[config.mk]
export PLATFORM = sky130hd
export DESIGN_NAME = dispatch_sched
export DESIGN_NICKNAME = d
export VERILOG_FILES = /design/src/rtl/dsch_pkg.sv /design/src/rtl/dsch_timer.sv /design/src/rtl/dsch_fifo.sv /design/src/rtl/dsch_arb.sv /design/src/rtl/dispatch_sched.sv
export SDC_FILE = /design/constraint.sdc
export NUM_CORES = 2
export LEC_CHECK = 0
export BUFFER_PORTS_ARGS = -buffer_cell sky130_fd_sc_hd__buf_4
export CELL_PAD_IN_SITES_DETAIL_PLACEMENT = 0
export CELL_PAD_IN_SITES_GLOBAL_PLACEMENT = 2
export CORE_UTILIZATION = 45
export DETAILED_ROUTE_END_ITERATION = 6
export GPL_TIMING_DRIVEN = 0
export PLACE_DENSITY = 0.79
export REMOVE_ABC_BUFFERS = 1
export SLEW_MARGIN = 30
export SYNTH_ARGS = -nofsm -noshare
export SYNTH_HDL_FRONTEND = slang
export SYNTH_HIERARCHICAL = 1
export SYNTH_SLANG_ARGS = --single-unit
[constraint.sdc]
create_clock -name clk -period 7.8 [get_ports clk]
set_input_delay 0.78 -clock clk [delete_from_list [all_inputs] [get_ports clk]]
set_output_delay 0.78 -clock clk [all_outputs]
set_load 0.005 [all_outputs]
[src/rtl/dsch_pkg.sv]
package dsch_pkg;
  // Buffer kind carried on the drive command channel
  typedef enum logic [1:0] {
    TAG_RAW  = 2'd0,
    TAG_PROC = 2'd1,
    TAG_NAV  = 2'd2
  } buf_tag_e;
endpackage

[src/rtl/dsch_timer.sv]
module dsch_timer #(
  parameter int PERIOD_W = 16
) (
  input  logic                clk,
  input  logic                rst,
  input  logic [PERIOD_W-1:0] period_i,
  output logic                start_o
);
  logic [PERIOD_W-1:0] cnt;

  always_ff @(posedge clk) begin
    if (rst) begin
      cnt     <= '0;
      start_o <= 1'b0;
    end else if (period_i == '0) begin
      cnt     <= '0;
      start_o <= 1'b0;
    end else if ((cnt + 1'b1) >= period_i) begin
      cnt     <= '0;
      start_o <= 1'b1;
    end else begin
      cnt     <= cnt + 1'b1;
      start_o <= 1'b0;
    end
  end
endmodule

[src/rtl/dsch_fifo.sv]
module dsch_fifo #(
  parameter int WIDTH = 56,
  parameter int DEPTH = 8
) (
  input  logic             clk,
  input  logic             rst,
  input  logic             wr_en,
  input  logic [WIDTH-1:0] wr_data,
  output logic             full_o,
  output logic             out_valid,
  output logic [WIDTH-1:0] out_data,
  input  logic             out_ready
);
  localparam int AW = $clog2(DEPTH);
  localparam int CW = $clog2(DEPTH + 1);

  logic [WIDTH-1:0] mem [DEPTH];
  logic [AW-1:0]    wr_ptr, rd_ptr;
  logic [CW-1:0]    count;
  logic [CW-1:0]    occ;
  logic             load;

  assign load   = (!out_valid || out_ready) && (count != '0);
  assign occ    = count + CW'(out_valid);
  assign full_o = (occ >= CW'(DEPTH));

  // storage without reset so it maps onto block RAM
  always_ff @(posedge clk) begin
    if (wr_en) mem[wr_ptr] <= wr_data;
  end

  always_ff @(posedge clk) begin
    if (load) out_data <= mem[rd_ptr];
  end

  always_ff @(posedge clk) begin
    if (rst) begin
      wr_ptr    <= '0;
      rd_ptr    <= '0;
      count     <= '0;
      out_valid <= 1'b0;
    end else begin
      if (wr_en) wr_ptr <= wr_ptr + 1'b1;
      if (load)  rd_ptr <= rd_ptr + 1'b1;
      count <= count + CW'(wr_en) - CW'(load);
      if (load)           out_valid <= 1'b1;
      else if (out_ready) out_valid <= 1'b0;
    end
  end
endmodule

[src/rtl/dsch_arb.sv]
module dsch_arb #(
  parameter int N = 4
) (
  input  logic [N-1:0] req,
  input  logic [N-1:0] elig,
  output logic [N-1:0] grant
);
  always_comb begin
    logic found;
    found = 1'b0;
    grant = '0;
    for (int i = 0; i < N; i++) begin
      if (!found && req[i] && elig[i]) begin
        grant[i] = 1'b1;
        found    = 1'b1;
      end
    end
  end
endmodule

[src/rtl/dispatch_sched.sv]
module dispatch_sched
  import dsch_pkg::*;
#(
  parameter int N_CAP    = 2,
  parameter int ADDR_W   = 32,
  parameter int LEN_W    = 24,
  parameter int Q_DEPTH  = 8,
  parameter int PERIOD_W = 16
) (
  input  logic                    clk,
  input  logic                    rst,
  input  logic [PERIOD_W-1:0]     period_i,
  output logic                    cap_start_o,
  input  logic [N_CAP-1:0]        cap_rpt_valid_i,
  input  logic [N_CAP*ADDR_W-1:0] cap_rpt_addr_i,
  input  logic [N_CAP*LEN_W-1:0]  cap_rpt_len_i,
  output logic [N_CAP-1:0]        cap_rpt_ready_o,
  input  logic                    pdone_valid_i,
  input  logic [ADDR_W-1:0]       pdone_addr_i,
  input  logic [LEN_W-1:0]        pdone_len_i,
  output logic                    pdone_ready_o,
  input  logic                    nav_valid_i,
  input  logic [ADDR_W-1:0]       nav_addr_i,
  input  logic [LEN_W-1:0]        nav_len_i,
  output logic                    nav_ready_o,
  output logic                    proc_cmd_valid_o,
  output logic [ADDR_W-1:0]       proc_cmd_addr_o,
  output logic [LEN_W-1:0]        proc_cmd_len_o,
  input  logic                    proc_cmd_ready_i,
  output logic                    drv_cmd_valid_o,
  output logic [ADDR_W-1:0]       drv_cmd_addr_o,
  output logic [LEN_W-1:0]        drv_cmd_len_o,
  output logic [1:0]              drv_cmd_tag_o,
  input  logic                    drv_cmd_ready_i,
  output logic                    cop_cmd_valid_o,
  output logic [ADDR_W-1:0]       cop_cmd_addr_o,
  output logic [LEN_W-1:0]        cop_cmd_len_o,
  input  logic                    cop_cmd_ready_i
);
  localparam int NREQ    = N_CAP + 2;
  localparam int PD_IDX  = N_CAP;
  localparam int NAV_IDX = N_CAP + 1;
  localparam int PW      = ADDR_W + LEN_W;
  localparam int TW      = PW + 2;

  logic [NREQ-1:0] req, elig, grant;
  logic            proc_full, drv_full, cop_full;
  logic            proc_wr, drv_wr, cop_wr;
  logic [PW-1:0]   proc_wdata, proc_q, cop_q;
  logic [TW-1:0]   drv_wdata, drv_q;

  // start strobe
  dsch_timer #(.PERIOD_W(PERIOD_W)) u_timer (
    .clk(clk), .rst(rst), .period_i(period_i), .start_o(cap_start_o)
  );

  // requesters: capture units, then processing result, then navigation
  assign req = {nav_valid_i, pdone_valid_i, cap_rpt_valid_i};

  always_comb begin
    elig = '0;
    for (int i = 0; i < N_CAP; i++) elig[i] = !proc_full;
    elig[PD_IDX]  = !drv_full && !cop_full;
    elig[NAV_IDX] = !drv_full;
  end

  dsch_arb #(.N(NREQ)) u_arb (.req(req), .elig(elig), .grant(grant));

  assign cap_rpt_ready_o = grant[N_CAP-1:0];
  assign pdone_ready_o   = grant[PD_IDX];
  assign nav_ready_o     = grant[NAV_IDX];

  // routing
  always_comb begin
    proc_wdata = '0;
    for (int i = 0; i < N_CAP; i++) begin
      if (grant[i])
        proc_wdata = {cap_rpt_addr_i[i*ADDR_W +: ADDR_W], cap_rpt_len_i[i*LEN_W +: LEN_W]};
    end
  end

  assign proc_wr   = |grant[N_CAP-1:0];
  assign drv_wr    = grant[PD_IDX] | grant[NAV_IDX];
  assign cop_wr    = grant[PD_IDX];
  assign drv_wdata = grant[PD_IDX] ? {pdone_addr_i, pdone_len_i, TAG_PROC}
                                   : {nav_addr_i, nav_len_i, TAG_NAV};

  dsch_fifo #(.WIDTH(PW), .DEPTH(Q_DEPTH)) u_proc_q (
    .clk(clk), .rst(rst), .wr_en(proc_wr), .wr_data(proc_wdata),
    .full_o(proc_full), .out_valid(proc_cmd_valid_o), .out_data(proc_q),
    .out_ready(proc_cmd_ready_i)
  );

  dsch_fifo #(.WIDTH(TW), .DEPTH(Q_DEPTH)) u_drv_q (
    .clk(clk), .rst(rst), .wr_en(drv_wr), .wr_data(drv_wdata),
    .full_o(drv_full), .out_valid(drv_cmd_valid_o), .out_data(drv_q),
    .out_ready(drv_cmd_ready_i)
  );

  dsch_fifo #(.WIDTH(PW), .DEPTH(Q_DEPTH)) u_cop_q (
    .clk(clk), .rst(rst), .wr_en(cop_wr), .wr_data({pdone_addr_i, pdone_len_i}),
    .full_o(cop_full), .out_valid(cop_cmd_valid_o), .out_data(cop_q),
    .out_ready(cop_cmd_ready_i)
  );

  assign proc_cmd_addr_o = proc_q[PW-1 -: ADDR_W];
  assign proc_cmd_len_o  = proc_q[LEN_W-1:0];
  assign drv_cmd_addr_o  = drv_q[TW-1 -: ADDR_W];
  assign drv_cmd_len_o   = drv_q[TW-ADDR_W-1 -: LEN_W];
  assign drv_cmd_tag_o   = drv_q[1:0];
  assign cop_cmd_addr_o  = cop_q[PW-1 -: ADDR_W];
  assign cop_cmd_len_o   = cop_q[LEN_W-1:0];
endmodule

==> reports/qor.csv <==
metric;value;unit
Cell Pwr Density;342;nW/um^2
Die W;369;um
setup ws final;3.66;ns
remaining antenna violation count;0;
CP arrival;4.64;ns
initial antenna violation count;17;
CP most frequent cell;buf_4;
# port buffers;426;
CP bufs+invs;9;
CTS max path bufs;3;
starting density of the core;45.4;%
Finished Core Util;55.6;%
Main synth FF type;edfxtp_1;
post-CTS sizing;0;
CTS tree;done;
failing checks;DRC;
RSZ-0062 raised after global routing;false;
run status;finished with violations;
Avg Cell Area, Syn;22.9;um^2
Req. time, crit path;8.30;ns
Final Hold Viols;0;
CP delay by family, top;buffers and inverters;
Post-synth EDFFs;1530;
Vias per Instance;5.57;
initial DRC count;2508;
H-tree levels;4;
worst slew pin tran;0.752;ns
sequential fraction of the synthesis area;77.4;%
gr usage total;20.8;%
crit path cell chain;ha_1, nand2_1, xnor2_1, inv_1, a22oi_2, nor2b_4, buf_16, buf_16, buf_16, nand2b_1, nor3_2, buf_4, buf_4, buf_4, buf_4, buf_4;
die area;136000;um^2
FMAX;0.242;GHz
Slowest cell on crit path;nor3_2;
std cell rows;134;
Clk Latency, worst-skew pair;0.81;ns
final wirelength;140;mm
WL per Instance;27.0;um
first-pass GRT wire length;204;mm
Largest stage delay, worst path;0.63;ns
CTS Sinks;1580;
postcts setup bufs;0;
setup slack after placement;3.58;ns
# hold bufs at CTS;0;
Sw Share;26.9;%
Final min period;4.14;ns
Clock power frac;28.5;%
type of the tightest min-delay check;in -> reg;
vias in the first global route;30400;
clock transition at the registers of the reported paths;0.06;ns
setup_tns;0;ns
Reg power frac;45.5;%
Psw;0.00684;W
Clock Skew;0.0354;ns
total number of vias;29000;
root buffer cell;clkbuf_16;
io pins;427;
DRT Pass-1 Iters;7;
Final GP Congestion;0.760;
DR DRC count;156;
DP HPWL;94.5;mm
leakage;24.7;nW
post-synthesis register bit count;1580;
Peak VDD IR;251;uV
number of buffers created by CTS;158;
Cell Area, Synth;60600;um^2
synth-to-layout area growth;22.5;%
layout cells sized above 1;42.7;%
Die Y;369;um
Max Cap Viol;0;
final net count;3595;
worst rel slew slack;49.6;%
Synth Warn #;6;
Comb power frac;26.0;%
Setup crit end kind;register;
Slew Viols, Final;0;
Syn Inst Count;2642;
Internal Power;0.0186;W
Netlist cell types;46;
CP Launch Type;register;
Setup Viol. Count Final;0;
Async SR Flop Fraction;0;%
largest net degree at the start of global routing;47;
Final period util;53.1;%
placed instance area;69300;um^2
CP Max Fanout;16;
post-route cell area;74300;um^2
kind of critical path;reg -> reg;
GRT Residual Overflow;0;
Core ar.;134000;um^2
[layout by cell type, fill, tap and decap left out, types with 4 or more instances in the layout]
| master | instances |
|---|---|
| mux2i_1 | 6 |
| buf_6 | 8 |
| a22o_1 | 54 |
| edfxtp_1 | 1530 |
| inv_1 | 38 |
| nor3b_1 | 6 |
| nor2b_2 | 8 |
| nor4_1 | 4 |
| clkinv_1 | 27 |
| nand2_1 | 22 |
| diode_2 | 7 |
| nor2_4 | 22 |
| nor3_2 | 6 |
| nor2b_1 | 21 |
| buf_8 | 5 |
| clkinv_2 | 27 |
| bufinv_16 | 7 |
| nor2_1 | 30 |
| clkbuf_1 | 40 |
| mux2_2 | 214 |
| buf_4 | 483 |
| nand4_1 | 7 |
| buf_16 | 100 |
| clkbuf_16 | 160 |
| ha_1 | 44 |
| dfxtp_4 | 9 |
| buf_12 | 21 |
| xnor2_1 | 17 |
| a21oi_1 | 13 |
| inv_16 | 4 |
| clkinv_8 | 5 |
| nand3_1 | 9 |
| mux4_2 | 340 |
| mux2_4 | 18 |
| dfxtp_1 | 41 |
| xor2_1 | 9 |
| nand2b_1 | 22 |
[cell usage after synthesis (4+ instances only)]
cell      instances  area [um^2]
edfxtp_1       1530        45900
mux4_2          340         7660
mux2_2          214         2410
a22o_1           54          473
nor2_1           52          195
clkbuf_1         50          188
dfxtp_1          50         1000
ha_1             44          551
inv_1            38          143
buf_2            36          180
buf_6            26          293
nand2_1          22         82.6
nand2b_1         22          138
nor2b_1          22          138
mux2_4           18          270
xnor2_1          17          149
a21oi_1          13         65.1
nand3_1           9         45.0
nor2b_2           9         78.8
xor2_1            9         78.8
nand4_1           7         43.8
mux2i_1           6         60.1
nor3_1            6         30.0
nor3b_1           6         45.0
buf_1             4         15.0
nor4_1            4         25.0
[power by group through the flow]
stage          clock (W)  sequential, W  combinational [W]
6_report         0.00723         0.0116            0.00661
5_1_grt          0.00769         0.0117            0.00707
4_1_cts          0.00740         0.0116            0.00673
3_5_place_dp           0         0.0117            0.00668
3_3_place_gp           0         0.0126            0.00588
2_1_floorplan          0         0.0121            0.00365
[area by class of cell]
cell class	count	area, um^2
Antenna cell	7	17.5
Multi-Input combinational cell	904	13000
Tap cell	1768	2210
Inverter	38	143
Clock inverter	80	756
Sequential cell	1580	47000
Clock buffer	202	4180
Fill cell	9669	59400
Timing Repair Buffer	617	6960
[final timing paths]
check | from | end | slack [ns] | cells past startpoint
hold reg to reg | u_proc_q/out_valid | u_proc_q/out_valid | 0.51 | 2
setup / recovery | u_proc_q/count[1] | u_cop_q/mem[0][52] | 3.66 | 16
setup reg to reg | u_proc_q/count[1] | u_cop_q/mem[0][52] | 3.66 | 16
hold / removal | pdone_addr_i[4] | u_cop_q/mem[1][28] | 0.22 | 1
[stage by stage]
stage / cells / hold slack (ns) / power, W
CTS: 5189 / 0.155 / 0.0257
global placement: 4716 / 0.474 / 0.0185
floorplan: 2522 / 0.454 / 0.0157
global route: 5190 / 0.186 / 0.0264
finish: 5196 / 0.222 / 0.0254
detailed placement: 4907 / 0.496 / 0.0184
[registers in the layout, indices dropped and copies added, names as in the netlist, 3 cells and up]
name and count:
u_proc_q/rd_ptr 3, u_cop_q/wr_ptr 3, u_timer/cnt 16, u_proc_q/out_data 56, u_cop_q/rd_ptr 3, u_cop_q/mem 448
u_proc_q/wr_ptr 3, u_proc_q/mem 448, u_drv_q/wr_ptr 3, u_proc_q/count 4, u_drv_q/mem 464, u_drv_q/rd_ptr 3
u_cop_q/out_data 56, u_cop_q/count 4, u_drv_q/count 4, u_drv_q/out_data 58
[routing by layer]
layer / GRT usage, % / part of all wire, % / vias to the layer above
met5: 0 / 0.11 / -
met4: 5.94 / 2.2 / 24
met3: 6.01 / 8.6 / 212
met2: 33.6 / 49 / 1048
met1: 27.4 / 40 / 15300
li1: - / - / 12400
[cell families after synthesis]
kind of cell	synth area share, %
fa+ha+maj	1.01
xor+xnor	0.376
flops	77.4
buf+inv	1.44
compound gates	1.07
simple gates	1.53
mux	17.1
[worst reg2reg max path, stage by stage, from the launching register on]
cell	delay [ns]
dfxtp_1	0.40
ha_1	0.17
nand2_1	0.06
xnor2_1	0.22
inv_1	0.13
a22oi_2	0.20
nor2b_4	0.22
buf_16	0.18
buf_16	0.17
buf_16	0.16
nand2b_1	0.22
nor3_2	0.63
buf_4	0.32
buf_4	0.22
buf_4	0.19
buf_4	0.19
buf_4	0.17
No activity file was read; power rests on OpenSTA's default activity.
